## src/rtl/dcmp_pkg.sv

```systemverilog
package dcmp_pkg;
  localparam logic [3:0] CC_LT = 4'b1000;
  localparam logic [3:0] CC_GT = 4'b0100;
  localparam logic [3:0] CC_EQ = 4'b0010;
  localparam logic [3:0] CC_UN = 4'b0001;

  typedef struct packed {
    logic nan;
    logic snan;
    logic qnan;
    logic zero;
  } opnd_class_t;
endpackage

```

## src/rtl/dcmp_classify.sv

```systemverilog
module dcmp_classify
  import dcmp_pkg::*;
#(
  parameter int EXP_W  = 11,
  parameter int FRAC_W = 52
) (
  input  logic [EXP_W+FRAC_W:0] opnd,
  output opnd_class_t           cls
);
  localparam int W = 1 + EXP_W + FRAC_W;

  logic exp_all_ones;
  logic frac_nonzero;

  assign exp_all_ones = &opnd[W-2:FRAC_W];
  assign frac_nonzero = |opnd[FRAC_W-1:0];

  always_comb begin
    cls.nan  = exp_all_ones && frac_nonzero;
    cls.snan = cls.nan && !opnd[FRAC_W-1];
    cls.qnan = cls.nan && opnd[FRAC_W-1];
    cls.zero = ~|opnd[W-2:0];
  end
endmodule

```

## src/rtl/dcmp_order.sv

```systemverilog
module dcmp_order #(
  parameter int EXP_W  = 11,
  parameter int FRAC_W = 52
) (
  input  logic [EXP_W+FRAC_W:0] opnd_a,
  input  logic [EXP_W+FRAC_W:0] opnd_b,
  input  logic                  both_zero,
  output logic                  lt,
  output logic                  gt,
  output logic                  eq
);
  localparam int W = 1 + EXP_W + FRAC_W;

  // Map sign-magnitude to an unsigned key that orders monotonically.
  function automatic logic [W-1:0] order_key(input logic [W-1:0] v);
    if (v[W-1]) order_key = ~v;
    else        order_key = v ^ {1'b1, {(W-1){1'b0}}};
  endfunction

  logic [W-1:0] key_a;
  logic [W-1:0] key_b;

  assign key_a = order_key(opnd_a);
  assign key_b = order_key(opnd_b);

  always_comb begin
    eq = both_zero || (opnd_a == opnd_b);
    lt = !eq && (key_a < key_b);
    gt = !eq && !lt;
  end
endmodule

```

## src/rtl/dcmp_flags.sv

```systemverilog
module dcmp_flags
  import dcmp_pkg::*;
(
  input  opnd_class_t cls_a,
  input  opnd_class_t cls_b,
  input  logic        ordered_mode,
  input  logic        inv_trap_en,
  input  logic        lt,
  input  logic        gt,
  output logic        snan_any,
  output logic        qnan_any,
  output logic [3:0]  cc_next,
  output logic        snan_inv_next,
  output logic        cmp_inv_next
);
  assign snan_any = cls_a.snan || cls_b.snan;
  assign qnan_any = cls_a.qnan || cls_b.qnan;

  always_comb begin
    snan_inv_next = 1'b0;
    cmp_inv_next  = 1'b0;
    if (snan_any) begin
      snan_inv_next = 1'b1;
      cmp_inv_next  = ordered_mode && !inv_trap_en;
    end else if (qnan_any) begin
      cmp_inv_next  = ordered_mode;
    end
  end

  always_comb begin
    if (snan_any || qnan_any) cc_next = CC_UN;
    else if (lt)              cc_next = CC_LT;
    else if (gt)              cc_next = CC_GT;
    else                      cc_next = CC_EQ;
  end
endmodule

```

## src/rtl/dcmp_unit.sv

```systemverilog
module dcmp_unit
  import dcmp_pkg::*;
#(
  parameter int EXP_W  = 11,
  parameter int FRAC_W = 52
) (
  input  logic                  clk,
  input  logic                  rst_n,
  input  logic                  in_valid,
  input  logic [EXP_W+FRAC_W:0] opnd_a,
  input  logic [EXP_W+FRAC_W:0] opnd_b,
  input  logic                  ordered_mode,
  input  logic                  inv_trap_en,
  output logic                  out_done,
  output logic [3:0]            out_cc,
  output logic [3:0]            out_class,
  output logic                  flag_snan_inv,
  output logic                  flag_cmp_inv
);
  localparam int W      = 1 + EXP_W + FRAC_W;
  localparam int N_OPND = 2;

  logic [N_OPND-1:0][W-1:0] opnd_pair;
  opnd_class_t              cls [N_OPND];

  assign opnd_pair = {opnd_b, opnd_a};

  for (genvar g = 0; g < N_OPND; g++) begin : g_cls
    dcmp_classify #(.EXP_W(EXP_W), .FRAC_W(FRAC_W)) u_cls (
      .opnd (opnd_pair[g]),
      .cls  (cls[g])
    );
  end

  logic lt_w, gt_w, eq_w;
  logic snan_any_w, qnan_any_w;
  logic [3:0] cc_next_w;
  logic snan_inv_w, cmp_inv_w;

  dcmp_order #(.EXP_W(EXP_W), .FRAC_W(FRAC_W)) u_order (
    .opnd_a    (opnd_a),
    .opnd_b    (opnd_b),
    .both_zero (cls[0].zero && cls[1].zero),
    .lt        (lt_w),
    .gt        (gt_w),
    .eq        (eq_w)
  );

  dcmp_flags u_flags (
    .cls_a         (cls[0]),
    .cls_b         (cls[1]),
    .ordered_mode  (ordered_mode),
    .inv_trap_en   (inv_trap_en),
    .lt            (lt_w),
    .gt            (gt_w),
    .snan_any      (snan_any_w),
    .qnan_any      (qnan_any_w),
    .cc_next       (cc_next_w),
    .snan_inv_next (snan_inv_w),
    .cmp_inv_next  (cmp_inv_w)
  );

  always_ff @(posedge clk) begin
    if (!rst_n) begin
      out_done      <= 1'b0;
      out_cc        <= '0;
      out_class     <= '0;
      flag_snan_inv <= 1'b0;
      flag_cmp_inv  <= 1'b0;
    end else begin
      out_done      <= in_valid;
      flag_snan_inv <= in_valid && snan_inv_w;
      flag_cmp_inv  <= in_valid && cmp_inv_w;
      if (in_valid) begin
        out_cc    <= cc_next_w;
        out_class <= cc_next_w;
      end
    end
  end

  // Assertions
  assert_done_follows_valid_R2: assert property (@(posedge clk) disable iff (!rst_n)
    in_valid |=> out_done);
  assert_done_needs_valid_R2: assert property (@(posedge clk) disable iff (!rst_n)
    !in_valid |=> !out_done);
  assert_flags_only_done_R9: assert property (@(posedge clk) disable iff (!rst_n)
    !out_done |-> (!flag_snan_inv && !flag_cmp_inv));
  assert_cc_onehot_R3: assert property (@(posedge clk) disable iff (!rst_n)
    out_done |-> ($countones(out_cc) == 1));
  assert_nan_unordered_R5: assert property (@(posedge clk) disable iff (!rst_n)
    (in_valid && (snan_any_w || qnan_any_w)) |=> (out_cc == CC_UN));
  assert_snan_flag_R6: assert property (@(posedge clk) disable iff (!rst_n)
    (in_valid && snan_any_w) |=> flag_snan_inv);
  assert_unord_no_cmp_R7: assert property (@(posedge clk) disable iff (!rst_n)
    (in_valid && !ordered_mode) |=> !flag_cmp_inv);
  assert_class_matches_R10: assert property (@(posedge clk) disable iff (!rst_n)
    out_done |-> (out_class == out_cc));
  assert_class_holds_R10: assert property (@(posedge clk) disable iff (!rst_n)
    !in_valid |=> $stable(out_class));
endmodule

```

## config.mk

```make
export PLATFORM = sky130hd
export DESIGN_NAME = dcmp_unit
export DESIGN_NICKNAME = d
export VERILOG_FILES = /design/src/rtl/dcmp_pkg.sv /design/src/rtl/dcmp_classify.sv /design/src/rtl/dcmp_order.sv /design/src/rtl/dcmp_flags.sv /design/src/rtl/dcmp_unit.sv
export SDC_FILE = /design/constraint.sdc
export NUM_CORES = 1
export LEC_CHECK = 0
export BUFFER_PORTS_ARGS = -buffer_cell sky130_fd_sc_hd__buf_2
export CAP_MARGIN = 20
export CORE_MARGIN = 2
export CORE_UTILIZATION = 47
export DETAILED_ROUTE_END_ITERATION = 10
export MAX_ROUTING_LAYER = met4
export PLACE_DENSITY = 0.8
export SLEW_MARGIN = 25
export SYNTH_ARGS = -nofsm -noshare
export SYNTH_HDL_FRONTEND = slang
export SYNTH_SLANG_ARGS = --single-unit
```

## constraint.sdc

```tcl
create_clock -name clk -period 2.7 [get_ports clk]
set_input_delay 0.135 -clock clk [delete_from_list [all_inputs] [get_ports clk]]
set_output_delay 0.135 -clock clk [all_outputs]
set_load 0.05 [all_outputs]
```

==> reports/qor.yml <==
global_routing:
  largest_net_degree_at_the_start_of_global_routing: 31
  grt_overflow: 0
  gr_util_met3_pct: 1.04
  met1_usage_pct: 37.9
  grt_usage_pct: 29.5
  initial_antenna_violation_count: 0
  grt-busiest-layer: "met2"
  grt_first_pass_wirelength_mm: 20.3
  global_route.usage.met2_pct: 50.2
  first_global_vias: 4192
cts:
  clock_insertion_delay_at_the_later_pin_of_the_skew_report_ns: 0.22
  clock_sinks: 7
  cts.root.buffer_cell: "clkbuf_8"
  cts_tree: "done"
  cts-root-to-sink-buffers: 2
  post_cts_resize_count: 1
  clk_pin_slew_worst_paths_ns: 0.04
  numCtsBuffers: 3
  cts_hold_buffers: 0
  post-cts-setup-buffers: 0
  htree_levels: 1
sta:
  final-setup-viol-count: 0
  post-route-min-period_ns: 2.45
  setup_repair_after_global_routing_missed_its_margin: "false"
  final_hold_viol_count: 0
  max-slew-margin-rel_pct: 64.8
  worst_pin_slew_ns: 0.523
  finClkSkew_ns: 0
  setup-tns-final_ns: 0
  timing.final.crit_share_pct: 90.8
  peak_clock_frequency_supported_by_timing_mhz: 408
  report.final.slew_viol_count: 0
logic_synthesis:
  syn-cell-area_um2: 3820
  synth_area_leader_cell: "xnor2_1"
  ys_async_sr_fraction_pct: 0
  synth-edff-count: 0
  synth_nets: 673
  postSynth.topFlopCell: "dfxtp_1"
  synth.yosys.warnings: 0
  ys_ff_latch: 7
  post_synth_main_area_contributors: "xnor2_1 (22%), ha_1 (21%), xor2_1 (19%), nor4_1 (7.4%), nand4_1 (4.7%)"
  post-synth-top-area-fraction_pct: 21.8
  syn-instance-count: 477
  synthDistinctLibCells: 40
  yosysSeqAreaShare_pct: 3.66
  synthesis.area_per_instance_um2: 8.02
finish:
  areaGrowthSynthToFinish_pct: 26.4
  antenna_cells: 0
  post-route-cell-area_um2: 4830
  final_cell_mix: "buf_2 (142), xnor2_1 (95), xor2_1 (84)"
  layout-drive-gt1-share_pct: 27.2
  layout.filler_cells: 725
  final_net_count: 825
  mostFrequentLayoutCell: "buf_2"
worst_setup_path:
  reg2reg_setup_slack_ns: 1.96
  setup.worst_path.end_class: "register"
  worstSetupPathType: "in -> reg"
  path_max_fanout: 30
  worstPathArrival_ns: 2.56
  critical_path.most_common_cell: "o21a_1"
  startpoint_of_the_worst_register_to_register_path: "out_class[3]"
  critPathMaxStageDelay_ns: 0.32
  startpoint: "opnd_a[63]"
  worst_setup_path_start_kind: "input port"
  critical-path-slowest-cell: "o311ai_1"
  required_ns: 2.81
  critical_path.cell_chain: "buf_2 > buf_4 > buf_12 > xor2_1 > ha_1 > o21a_1 > o21a_1 > o21ai_0 > o211ai_1 > o311ai_1 > nand2_1 > a32o_1"
placed_design:
  gp_congestion: 1.08
  io_buffer_count: 143
  dpl_cell_area_um2: 4780
  detailedPlacementHpwl_mm: 11.3
power:
  power_w: 0.00126
  peakVddDrop_v: 0.000138
  p_leak_nw: 2.14
  p_per_area_nw_per_um2: 261
job:
  max_cap_violations: 0
drt:
  totalWireLength_mm: 12.9
  routed_wire_length_per_instance_um: 17.6
  detail_route.drc_violations: 0
  drtIter0Drc: 195
  vias: 4292
  via_per_inst: 5.88
  dr.pass1.iters: 5
  final_antenna_net_count: 0
run_status:
  run_status: "completed"
die:
  floorplan.rows: 32
  die_height_um: 94.2
  dieArea_um2: 8880
  dieWidth_um: 94.2
  initial_utilization_pct: 49.0
  core-area_um2: 7810
  num_io_pins: 144
worst_hold_path:
  timing.hold.worst.class: "in -> reg"
  worst_hold_startpoint: "inv_trap_en"
-- cell usage after synthesis, drive strengths merged, types with 3 or more instances --
library cell and instances:
inv 14, nor2 6, o21ai 9, and2 3, o2111ai 3, buf 17, o21a 5, a211oi 10
or4 3, nand3 11, nor4 45, o211ai 4, a21oi 21, xor2 84, xnor2 95, nand4 29
nand2 19, ha 63, a21o 3, o22ai 5, dfxtp 7
-- kinds of logic after synthesis --
kind of cell             Yosys count  synth area share (%)
XOR/XNOR                         179                  41.0
adder cells (fa/ha/maj)           63                  20.6
flip-flops                         7                  3.66
AO/OA/AOI/OAI                     72                  12.8
buffers and inverters             32                  3.57
AND/OR/NAND/NOR                  124                  18.4
-- worst paths after layout --
kind                                      to  depth (start not counted)
worst max register to register  out_class[3]                          2
worst min register to register  out_class[1]                          2
worst min-delay path            flag_cmp_inv                          2
worst max-delay path            out_class[2]                         12
-- state kept, by name (all words and copies together), names as in the netlist --
| register | flops |
|---|---|
| out_class | 4 |
| flag_cmp_inv | 1 |
| flag_snan_inv | 1 |
| out_done | 1 |
-- cell type report --
cell class | count | area [um^2] | share of cell area, %
tap | 102 | 128 | 2.64
timing repair buffer | 165 | 916 | 18.9
sequential | 7 | 140 | 2.90
multi-input combinational | 438 | 3550 | 73.5
inverter | 14 | 52.6 | 1.09
clock buffer | 4 | 45.0 | 0.932
-- worst max-delay path: cells and delay by family --
family / cells / cell delay, ns
AO/OA/AOI/OAI: 6 / 1.32
buffers and inverters: 3 / 0.57
adder cells (fa/ha/maj): 1 / 0.26
XOR/XNOR: 1 / 0.17
AND/OR/NAND/NOR: 1 / 0.09
-- layer usage --
layer  wire (um)  vias to the layer above
li1            -                     2064
met1        5520                     1980
met2        5980                      204
met3         883                       44
met4         490                        0
met5           0                        -
-- stage by stage --
| stage | hold slack, ns | setup slack, ns | instances | util (%) |
|---|---|---|---|---|
| after floorplan | 0.228 | 0.00260 | 477 | - |
| after global placement | 0.325 | -0.153 | 726 | 61.2 |
| after detailed placement | 0.329 | -0.236 | 726 | 61.2 |
| after CTS | 0.0988 | 0.100 | 730 | 61.8 |
| after global routing | 0.107 | 0.0755 | 730 | 61.9 |
| final | 0.100 | 0.248 | 730 | 61.9 |
-- report_power, final --
group          internal [W]  switching (W)
Clock              0.000101      0.0000377
Sequential         0.000109     0.00000232
Combinational      0.000453       0.000558
Total              0.000663       0.000598
No activity file was read; power rests on OpenSTA's default activity.
